### src/rtl/snp_pkg.sv
package snp_pkg;

   typedef enum logic [1:0] {
      SNP_RD_SHARED = 2'd0,
      SNP_RD_EXCL   = 2'd1,
      SNP_UPGRADE   = 2'd2,
      SNP_WRBACK    = 2'd3
   } snp_cmd_e;

   typedef struct packed {
      logic valid;
      logic writable;
      logic dirty;
   } line_st_t;

   typedef struct packed {
      logic     inhibit;
      logic     shared;
      logic     wr_en;
      line_st_t new_st;
      logic     wb_drop;
      logic     perr;
      logic     resp;
      logic     resp_data;
      logic     resp_wbb;
   } snp_dec_t;

endpackage

### src/rtl/snp_classify.sv
module snp_classify
   import snp_pkg::*;
(
   input  logic     valid,
   input  snp_cmd_e cmd,
   input  logic     uncached,
   output logic     ignore,
   output logic     needs_resp,
   output logic     is_read
);

   always_comb begin
      ignore     = !valid || uncached || (cmd == SNP_WRBACK);
      needs_resp = 1'b0;
      is_read    = 1'b0;
      unique case (cmd)
         SNP_RD_SHARED, SNP_RD_EXCL: begin
            needs_resp = 1'b1;
            is_read    = 1'b1;
         end
         SNP_UPGRADE: needs_resp = 1'b1;
         default:     needs_resp = 1'b0;
      endcase
   end

endmodule

### src/rtl/snp_decide.sv
module snp_decide
   import snp_pkg::*;
(
   input  logic     ignore,
   input  logic     needs_resp,
   input  logic     is_read,
   input  logic     excl,
   input  logic     inval,
   input  logic     inhibit_in,
   input  logic     tag_hit,
   input  line_st_t tag_state,
   input  logic     wbb_hit,
   output snp_dec_t dec
);

   logic line_valid;
   logic dirty_hit;
   logic any_hit;
   logic owner;

   always_comb begin
      line_valid = tag_hit && tag_state.valid;
      dirty_hit  = line_valid && tag_state.dirty;
      any_hit    = line_valid || wbb_hit;
      owner      = dirty_hit || wbb_hit;

      dec = '0;
      if (!ignore) begin
         dec.resp      = needs_resp && owner && !inhibit_in;
         dec.inhibit   = dec.resp;
         dec.resp_data = dec.resp && is_read;
         dec.resp_wbb  = dec.resp && wbb_hit;
         dec.shared    = any_hit && !excl;
         dec.wr_en     = line_valid;
         dec.wb_drop   = wbb_hit && inval;
         dec.perr      = (dirty_hit && inhibit_in) || (any_hit && excl && !inval);
         if (line_valid && !inval) begin
            dec.new_st          = tag_state;
            dec.new_st.writable = 1'b0;
         end
      end
   end

endmodule

### src/rtl/snp_resp_delay.sv
module snp_resp_delay #(
   parameter int ADDR_W = 32,
   parameter int LAT    = 3
) (
   input  logic              clk,
   input  logic              rst_n,
   input  logic              in_valid,
   input  logic              in_data,
   input  logic              in_wbb,
   input  logic [ADDR_W-1:0] in_addr,
   output logic              out_valid,
   output logic              out_data,
   output logic              out_wbb,
   output logic [ADDR_W-1:0] out_addr
);

   localparam int PW = ADDR_W + 2;

   generate
      if (LAT < 1) begin : g_bad_lat
         $error("snp_resp_delay: LAT must be at least 1");
      end
      for (genvar g = 0; g < LAT; g++) begin : g_stage
         logic          sv;
         logic [PW-1:0] sp;
         if (g == 0) begin : g_head
            always_ff @(posedge clk) begin
               if (!rst_n) begin
                  sv <= 1'b0;
                  sp <= '0;
               end else begin
                  sv <= in_valid;
                  sp <= in_valid ? {in_data, in_wbb, in_addr} : '0;
               end
            end
         end else begin : g_tail
            always_ff @(posedge clk) begin
               if (!rst_n) begin
                  sv <= 1'b0;
                  sp <= '0;
               end else begin
                  sv <= g_stage[g-1].sv;
                  sp <= g_stage[g-1].sp;
               end
            end
         end
      end
   endgenerate

   assign out_valid = g_stage[LAT-1].sv;
   assign out_data  = g_stage[LAT-1].sp[PW-1];
   assign out_wbb   = g_stage[LAT-1].sp[PW-2];
   assign out_addr  = g_stage[LAT-1].sp[ADDR_W-1:0];

   a_r8_payload_only_with_valid: assert property (@(posedge clk) disable iff (!rst_n)
      !out_valid |-> (out_data == 1'b0 && out_wbb == 1'b0));

endmodule

### src/rtl/snp_resp_ctrl.sv
module snp_resp_ctrl
   import snp_pkg::*;
#(
   parameter int ADDR_W  = 32,
   parameter int HIT_LAT = 3
) (
   input  logic              clk,
   input  logic              rst_n,
   input  logic              snp_valid,
   input  logic [1:0]        snp_cmd,
   input  logic [ADDR_W-1:0] snp_addr,
   input  logic              snp_uncached,
   input  logic              snp_excl,
   input  logic              snp_inval,
   input  logic              snp_inhibit_in,
   input  logic              tag_hit,
   input  logic [2:0]        tag_state,
   input  logic              wbb_hit,
   output logic              mem_inhibit,
   output logic              snp_shared,
   output logic              line_wr_en,
   output logic [2:0]        line_state_nxt,
   output logic              wbb_discard,
   output logic              proto_err,
   output logic              resp_valid,
   output logic              resp_with_data,
   output logic              resp_from_wbb,
   output logic [ADDR_W-1:0] resp_addr
);

   generate
      if (ADDR_W < 1) begin : g_bad_addr
         $error("snp_resp_ctrl: ADDR_W must be positive");
      end
      if (HIT_LAT < 1 || HIT_LAT > 64) begin : g_bad_lat
         $error("snp_resp_ctrl: HIT_LAT out of range");
      end
   endgenerate

   logic              ignore, needs_resp, is_read;
   snp_dec_t          dec_d, dec_q;
   logic [ADDR_W-1:0] addr_q;

   snp_classify i_classify (
      .valid      (snp_valid),
      .cmd        (snp_cmd_e'(snp_cmd)),
      .uncached   (snp_uncached),
      .ignore     (ignore),
      .needs_resp (needs_resp),
      .is_read    (is_read)
   );

   snp_decide i_decide (
      .ignore     (ignore),
      .needs_resp (needs_resp),
      .is_read    (is_read),
      .excl       (snp_excl),
      .inval      (snp_inval),
      .inhibit_in (snp_inhibit_in),
      .tag_hit    (tag_hit),
      .tag_state  (line_st_t'(tag_state)),
      .wbb_hit    (wbb_hit),
      .dec        (dec_d)
   );

   always_ff @(posedge clk) begin
      if (!rst_n) begin
         dec_q  <= '0;
         addr_q <= '0;
      end else begin
         dec_q  <= dec_d;
         addr_q <= snp_addr;
      end
   end

   assign mem_inhibit    = dec_q.inhibit;
   assign snp_shared     = dec_q.shared;
   assign line_wr_en     = dec_q.wr_en;
   assign line_state_nxt = dec_q.new_st;
   assign wbb_discard    = dec_q.wb_drop;
   assign proto_err      = dec_q.perr;

   snp_resp_delay #(
      .ADDR_W (ADDR_W),
      .LAT    (HIT_LAT)
   ) i_delay (
      .clk       (clk),
      .rst_n     (rst_n),
      .in_valid  (dec_q.resp),
      .in_data   (dec_q.resp_data),
      .in_wbb    (dec_q.resp_wbb),
      .in_addr   (addr_q),
      .out_valid (resp_valid),
      .out_data  (resp_with_data),
      .out_wbb   (resp_from_wbb),
      .out_addr  (resp_addr)
   );

   a_r1_uncached_silent: assert property (@(posedge clk) disable iff (!rst_n)
      (snp_uncached || snp_cmd == 2'd3) |=>
         (!mem_inhibit && !line_wr_en && !wbb_discard && !snp_shared && !proto_err));

   a_r3_no_double_answer: assert property (@(posedge clk) disable iff (!rst_n)
      snp_inhibit_in |=> !mem_inhibit);

   a_r4_data_with_resp: assert property (@(posedge clk) disable iff (!rst_n)
      resp_with_data |-> resp_valid);

   a_r6_inval_clears: assert property (@(posedge clk) disable iff (!rst_n)
      (snp_valid && !snp_uncached && snp_cmd != 2'd3 && snp_inval && tag_hit && tag_state[2])
         |=> (line_wr_en && line_state_nxt == 3'b000));

   a_r10_miss_quiet: assert property (@(posedge clk) disable iff (!rst_n)
      (!tag_hit && !wbb_hit) |=> (!mem_inhibit && !snp_shared && !line_wr_en && !wbb_discard));

endmodule

### config.mk
export PLATFORM = sky130hd
export DESIGN_NAME = snp_resp_ctrl
export DESIGN_NICKNAME = d
export VERILOG_FILES = /design/src/rtl/snp_pkg.sv /design/src/rtl/snp_classify.sv /design/src/rtl/snp_decide.sv /design/src/rtl/snp_resp_delay.sv /design/src/rtl/snp_resp_ctrl.sv
export SDC_FILE = /design/constraint.sdc
export NUM_CORES = 1
export LEC_CHECK = 0
export BUFFER_PORTS_ARGS = -buffer_cell sky130_fd_sc_hd__buf_2
export CORE_MARGIN = 2
export CORE_UTILIZATION = 52
export CTS_CLUSTER_DIAMETER = 80
export CTS_CLUSTER_SIZE = 14
export DETAILED_ROUTE_END_ITERATION = 10
export GPL_TIMING_DRIVEN = 0
export PLACE_DENSITY = 0.79
export SETUP_SLACK_MARGIN = 0.05
export SLEW_MARGIN = 30
export SYNTH_ARGS = -nofsm -noshare
export SYNTH_HDL_FRONTEND = slang
export SYNTH_SLANG_ARGS = --single-unit
### constraint.sdc
create_clock -name clk -period 0.9 [get_ports clk]
set_input_delay 0.18 -clock clk [delete_from_list [all_inputs] [get_ports clk]]
set_output_delay 0.18 -clock clk [all_outputs]
set_load 0.005 [all_outputs]
Yosys cells after proc, flatten, opt, wreduce, memory -nomap -nowiden
Index checks and enable logic that the tools add are counted.
- add/sub/neg operators: 0
- multiply operators: 0
- divide/modulo/power cells: 0
- $lt $le $gt $ge: 0
- equality and inequality tests: 3
- shift-type cells: 0
- multiplexer cells: 2
- bitwise logic cells: 2
- reduce and logical (&&, ||, !) cells: 27
- operator list (kind ; number):
    1-bit logical AND ; 12
    3-bit OR reduction ; 2
    1-bit logical OR ; 5
    2-bit equality test (second input constant) ; 2
    1-bit zero test ; 4
    2-bit OR reduction ; 2
    2-bit by 1-bit equality test with 1-bit output (second input constant) ; 1
    2-bit zero test ; 1
    1-bit 2-to-1 mux ; 2
    1-bit NOT ; 2
    2-bit AND reduction ; 1
- register bits: 147
- latch bits: 0
- RAM bits: 0
- ROM bits: 0
- input bits: 46
- output and inout bits: 43
- logic and storage cells: 51
- memories kept: 0

Longest topological paths before layout
- depth after elaboration: 6
- mapped depth: 3
- mapped depth without buffers: 3

Modules after synthesis
Synthesis repeated with hierarchy kept, for this count alone.
- cell total of the unflattened synthesis: 341
- area, all modules: 4224.1 µm²
- by module, submodules not included (module ; times used ; cells each ; area an instance (µm²) ; seq. area each (µm²)):
    snp_resp_delay ; 1 ; 224 ; 2855.2 ; 2102.0
    snp_resp_ctrl ; 1 ; 93 ; 1226.2 ; 860.8
    snp_decide ; 1 ; 21 ; 125.1 ; 0.0
    snp_classify ; 1 ; 3 ; 17.5 ; 0.0

Least setup slack after synthesis
No wires, ideal clock.
- path type: reg-to-reg
- from: reg dec_q[2] (netlist name)
- to: reg i_delay.g_stage[0].sp[3]
- library setup time: 0.060 ns
- arrival time: 0.763 ns
- required time: 0.840 ns
- path slack: 0.077 ns
- cell stages (with the launch flop): 3
- path buffers: 1
- period minus slack after synthesis: 0.823 ns
- cells stage by stage: dfxtp_1 clkbuf_1 and3_1
- longest elaborated chain between the ends: 1
- ends and longest elaborated chain (what ; RTL line ; text):
    start: declaration ; snp_resp_ctrl.sv:41 ; snp_dec_t dec_d, dec_q;
    start signal: assignment ; snp_resp_ctrl.sv:68 ; dec_q <= '0;
    start signal: assignment ; snp_resp_ctrl.sv:71 ; dec_q <= dec_d;
    2-bit AND reduction (no source line) ; - ;
    end signal: assignment ; snp_resp_delay.sv:33 ; sp <= in_valid ? {in_data, in_wbb, in_addr} : '0;
    end: declaration ; snp_resp_delay.sv:25 ; logic [PW-1:0] sp;
No other way between the ends.
A chain may end at the register's enable or synchronous reset.

==> flow_summary_export.csv <==
group,metric,value,unit
sta,setup_viol,77,
place,dp_hpwl,4330,um
worst_setup_path,path_class,"reg -> out",
worst_setup_path,path_cells,"buf_6",
synthesis,syn_avg_cell_area,12.4,um2
synthesis,syn_nets,367,
sta,holdWs,-0.0162,ns
synthesis,netlist-cell-type-count,17,
floorplanning,rows,31,
clock_network,clock_latency,0.52,ns
clock_network,clk_path_buf_depth,2,
clock_network,cts_buffers,17,
min_path,hp-start,"snp_valid",
worst_setup_path,r2r-start,"dec_q[2]",
floorplanning,initial_utilization,54.2,%
run_status,violations,"hold timing, setup timing",
drt,ant_nets,0,
clock_network,root_buffer,"clkbuf_8",
min_path,holdPathEnd,"line_wr_en",
final_layout,final_util,80.2,%
sta,fmax,862,MHz
power_and_ir_drop,power.leakage,2.65,nW
clock_network,htreeDepth,4,
synthesis,synthesis.area,3980,um2
final_layout,final_cells,588,
run,maxCapViolCount,0,
clock_network,clk_pin_slew_worst_paths,0.06,ns
place,gp_congestion,0.771,
worst_setup_path,path_delay_family,"flip-flops",
synthesis,ys_seq_elements,146,
worst_setup_path,path_buf_inv,1,
drt,dr.pass1.iters,4,
synthesis,synth_mux_area_share,0,%
synthesis,yosysSeqAreaShare,73.5,%
final_layout,syn_to_final_growth,48.0,%
global_route,grt_pass1_vias,2763,
global_route,grt_overflow_total,0,
synthesis,synth-compound-area-share,0.409,%
sta,layout_min_cycle_time,1.16,ns
final_layout,diodes,0,
worst_setup_path,max_stage_delay,0.35,ns
min_path,hp-class,"in -> reg",
sta,grt_setup_unrepaired,"yes",
worst_setup_path,cp.required,0.72,ns
floorplanning,die_h,91.4,um
place,dp_cells,505,
worst_setup_path,cp.arrival,0.98,ns
synthesis,synth_xor_area_share,0,%
drt,post_drt_wl_per_cell,14.6,um
synthesis,syn_inst,321,
clock_network,cts_tree,"yes",
sta,hold_violations,6,
power_and_ir_drop,p_total,13.7,mW
worst_setup_path,ff2ff_setup_slack,-0.23,ns
drt,post_drt_via_cell_ratio,4.49,
power_and_ir_drop,power_density,2320,nW/um2
final_layout,nets,522,
sta,worstMarginPinSlew,0.542,ns
sta,fin_crit_sh,129,%
worst_setup_path,r2r.worst_path.cells,5,
drt,drt-initial-drc-count,56,
min_path,holdPathStages,3,
drt,num_vias,2640,
global_route,grt_pass1_wl,12900,um
floorplanning,die_area,8360,um2
worst_setup_path,cp.depth,1,
global_route,grt_max_degree,17,
place,port_buffers,85,
clock_network,cts_sinks,146,
final_layout,layout-drive-gt1-share,35.4,%
sta,setup_ws,-0.260,ns
floorplanning,core-area,7330,um2
sta,relSlewSlack,63.9,%
global_route,grtUsageTotal,20.8,%
drt,drc,0,
worst_setup_path,reg2reg_to,"i_delay.g_stage[0].sp[24]",
worst_setup_path,critPathMaxFanout,2,
synthesis,synthAdderAreaFrac,0,%
worst_setup_path,cp-start-kind,"flip-flop",
sta,final_max_slew_viol_count,0,
power_and_ir_drop,vdd_ir_drop_max,0.00162,V
worst_setup_path,crit_slowest_cell,"dfxtp_4",
sta,clock_skew,0.00976,ns
run_status,status,"complete, but fails checks",
floorplanning,die_x,91.4,um
synthesis,synth_top_family_by_area,"simple AND/OR/NAND/NOR gates",
drt,totalWireLength,8560,um
global_route,antenna_found_initial,0,
synthesis,yosysWarnings,0,
sta,tns,-15.71,ns
floorplanning,io_pins,89,
worst_setup_path,crit_path_end_kind,"output pin",
synthesis,synthSimpleGateAreaFrac,24.0,%
[kinds of logic after synthesis]
family | Yosys count
AO/OA/AOI/OAI | 3
buffers and inverters | 19
flip-flops | 146
other | 1
AND/OR/NAND/NOR | 152
[how the worst max path moves through the flow]
stage | end | start | slack [ns]
finish | mem_inhibit | dec_q[2] | -0.26
global route | mem_inhibit | dec_q[2] | -0.29
CTS | mem_inhibit | dec_q[2] | -0.26
detailed placement | i_delay.g_stage[2].sp[7] | rst_n | -0.21
global placement | i_delay.g_stage[2].sp[8] | rst_n | -0.19
floorplan | i_delay.g_stage[0].sp[3] | dec_q[2] | 0.08
[repair_timing]
action	in CTS	in global routing
cloned	4	0
hold buffers	43	2
endpoints found under the hold margin	41	6
endpoints found under the setup margin	72	84
pin swaps	0	0
setup buffers	5	1
resized for setup	34	39
[worst min-delay path: cells and delay by family]
family	cells	cell delay, ns
and+or+nand+nor	2	0.16
buffers and inverters	1	0.11
[final cells by class]
class,count,area [um2]
buffer,19,113
clock buffer,17,414
clock inverter,15,151
fill,414,1450
multi-input combinational,156,1130
sequential,146,2940
tap,99,124
timing repair buffer,136,1010
[flip-flops by register name, indices dropped and copies added (netlist names)]
register            cells
wbb_discard             1
snp_shared              1
i_delay.g_stage.sv      2
addr_q                 32
proto_err               1
i_delay.g_stage.sp    102
line_state_nxt          2
line_wr_en              1
dec_q                   3
i_delay.out_valid       1
[placed cells by master (no fill, tap or decap), types with 4 or more instances in the layout]
master / Yosys / layout
inv_6: 0 / 4
and3_4: 0 / 27
clkbuf_1: 17 / 14
and3_1: 34 / 7
dlygate4sd3_1: 0 / 41
clkinv_4: 0 / 5
and2_1: 103 / 102
clkbuf_16: 0 / 16
buf_8: 0 / 7
buf_2: 0 / 78
buf_4: 2 / 5
dfxtp_2: 0 / 9
dfxtp_1: 146 / 136
buf_6: 0 / 8
[cell usage after synthesis]
cell type	n	area (um2)
dfxtp_1	146	2920
and2_1	103	644
and3_1	34	213
clkbuf_1	17	63.8
nor3_1	4	20.0
nand2_1	3	11.3
a21oi_1	2	10.0
buf_4	2	15.0
nor2_1	2	7.51
a31oi_1	1	6.26
conb_1	1	3.75
nand3_1	1	5.00
nand4_1	1	6.26
nand4b_4	1	23.8
nor3b_1	1	7.51
nor4_1	1	6.26
or3b_1	1	8.76
[per-layer routing]
metal	vias up	track usage (%)	share of wire [%]
met5	-	0	0
met4	0	12.1	2.0
met3	20	6.89	4.5
met2	89	36.9	55
met1	1203	21.0	39
li1	1328	-	-
[power breakdown]
part | total [mW] | internal, mW | switching, mW
registers | 6.58 | 6.55 | 0.0299
logic | 0.511 | 0.288 | 0.223
clock network | 6.58 | 3.75 | 2.83
total | 13.7 | 10.6 | 3.09
[through the flow]
step | cell area (um2) | worst slack, ns | hold slack, ns
3_5_place_dp | 4520 | -0.215 | 0.367
6_report | 5880 | -0.260 | -0.0162
4_1_cts | 5740 | -0.262 | -0.00840
2_1_floorplan | 3980 | 0.0775 | 0.256
5_1_grt | 5880 | -0.287 | -0.0159
3_3_place_gp | 4520 | -0.194 | 0.357
Power figures use the tool's default switching activity.
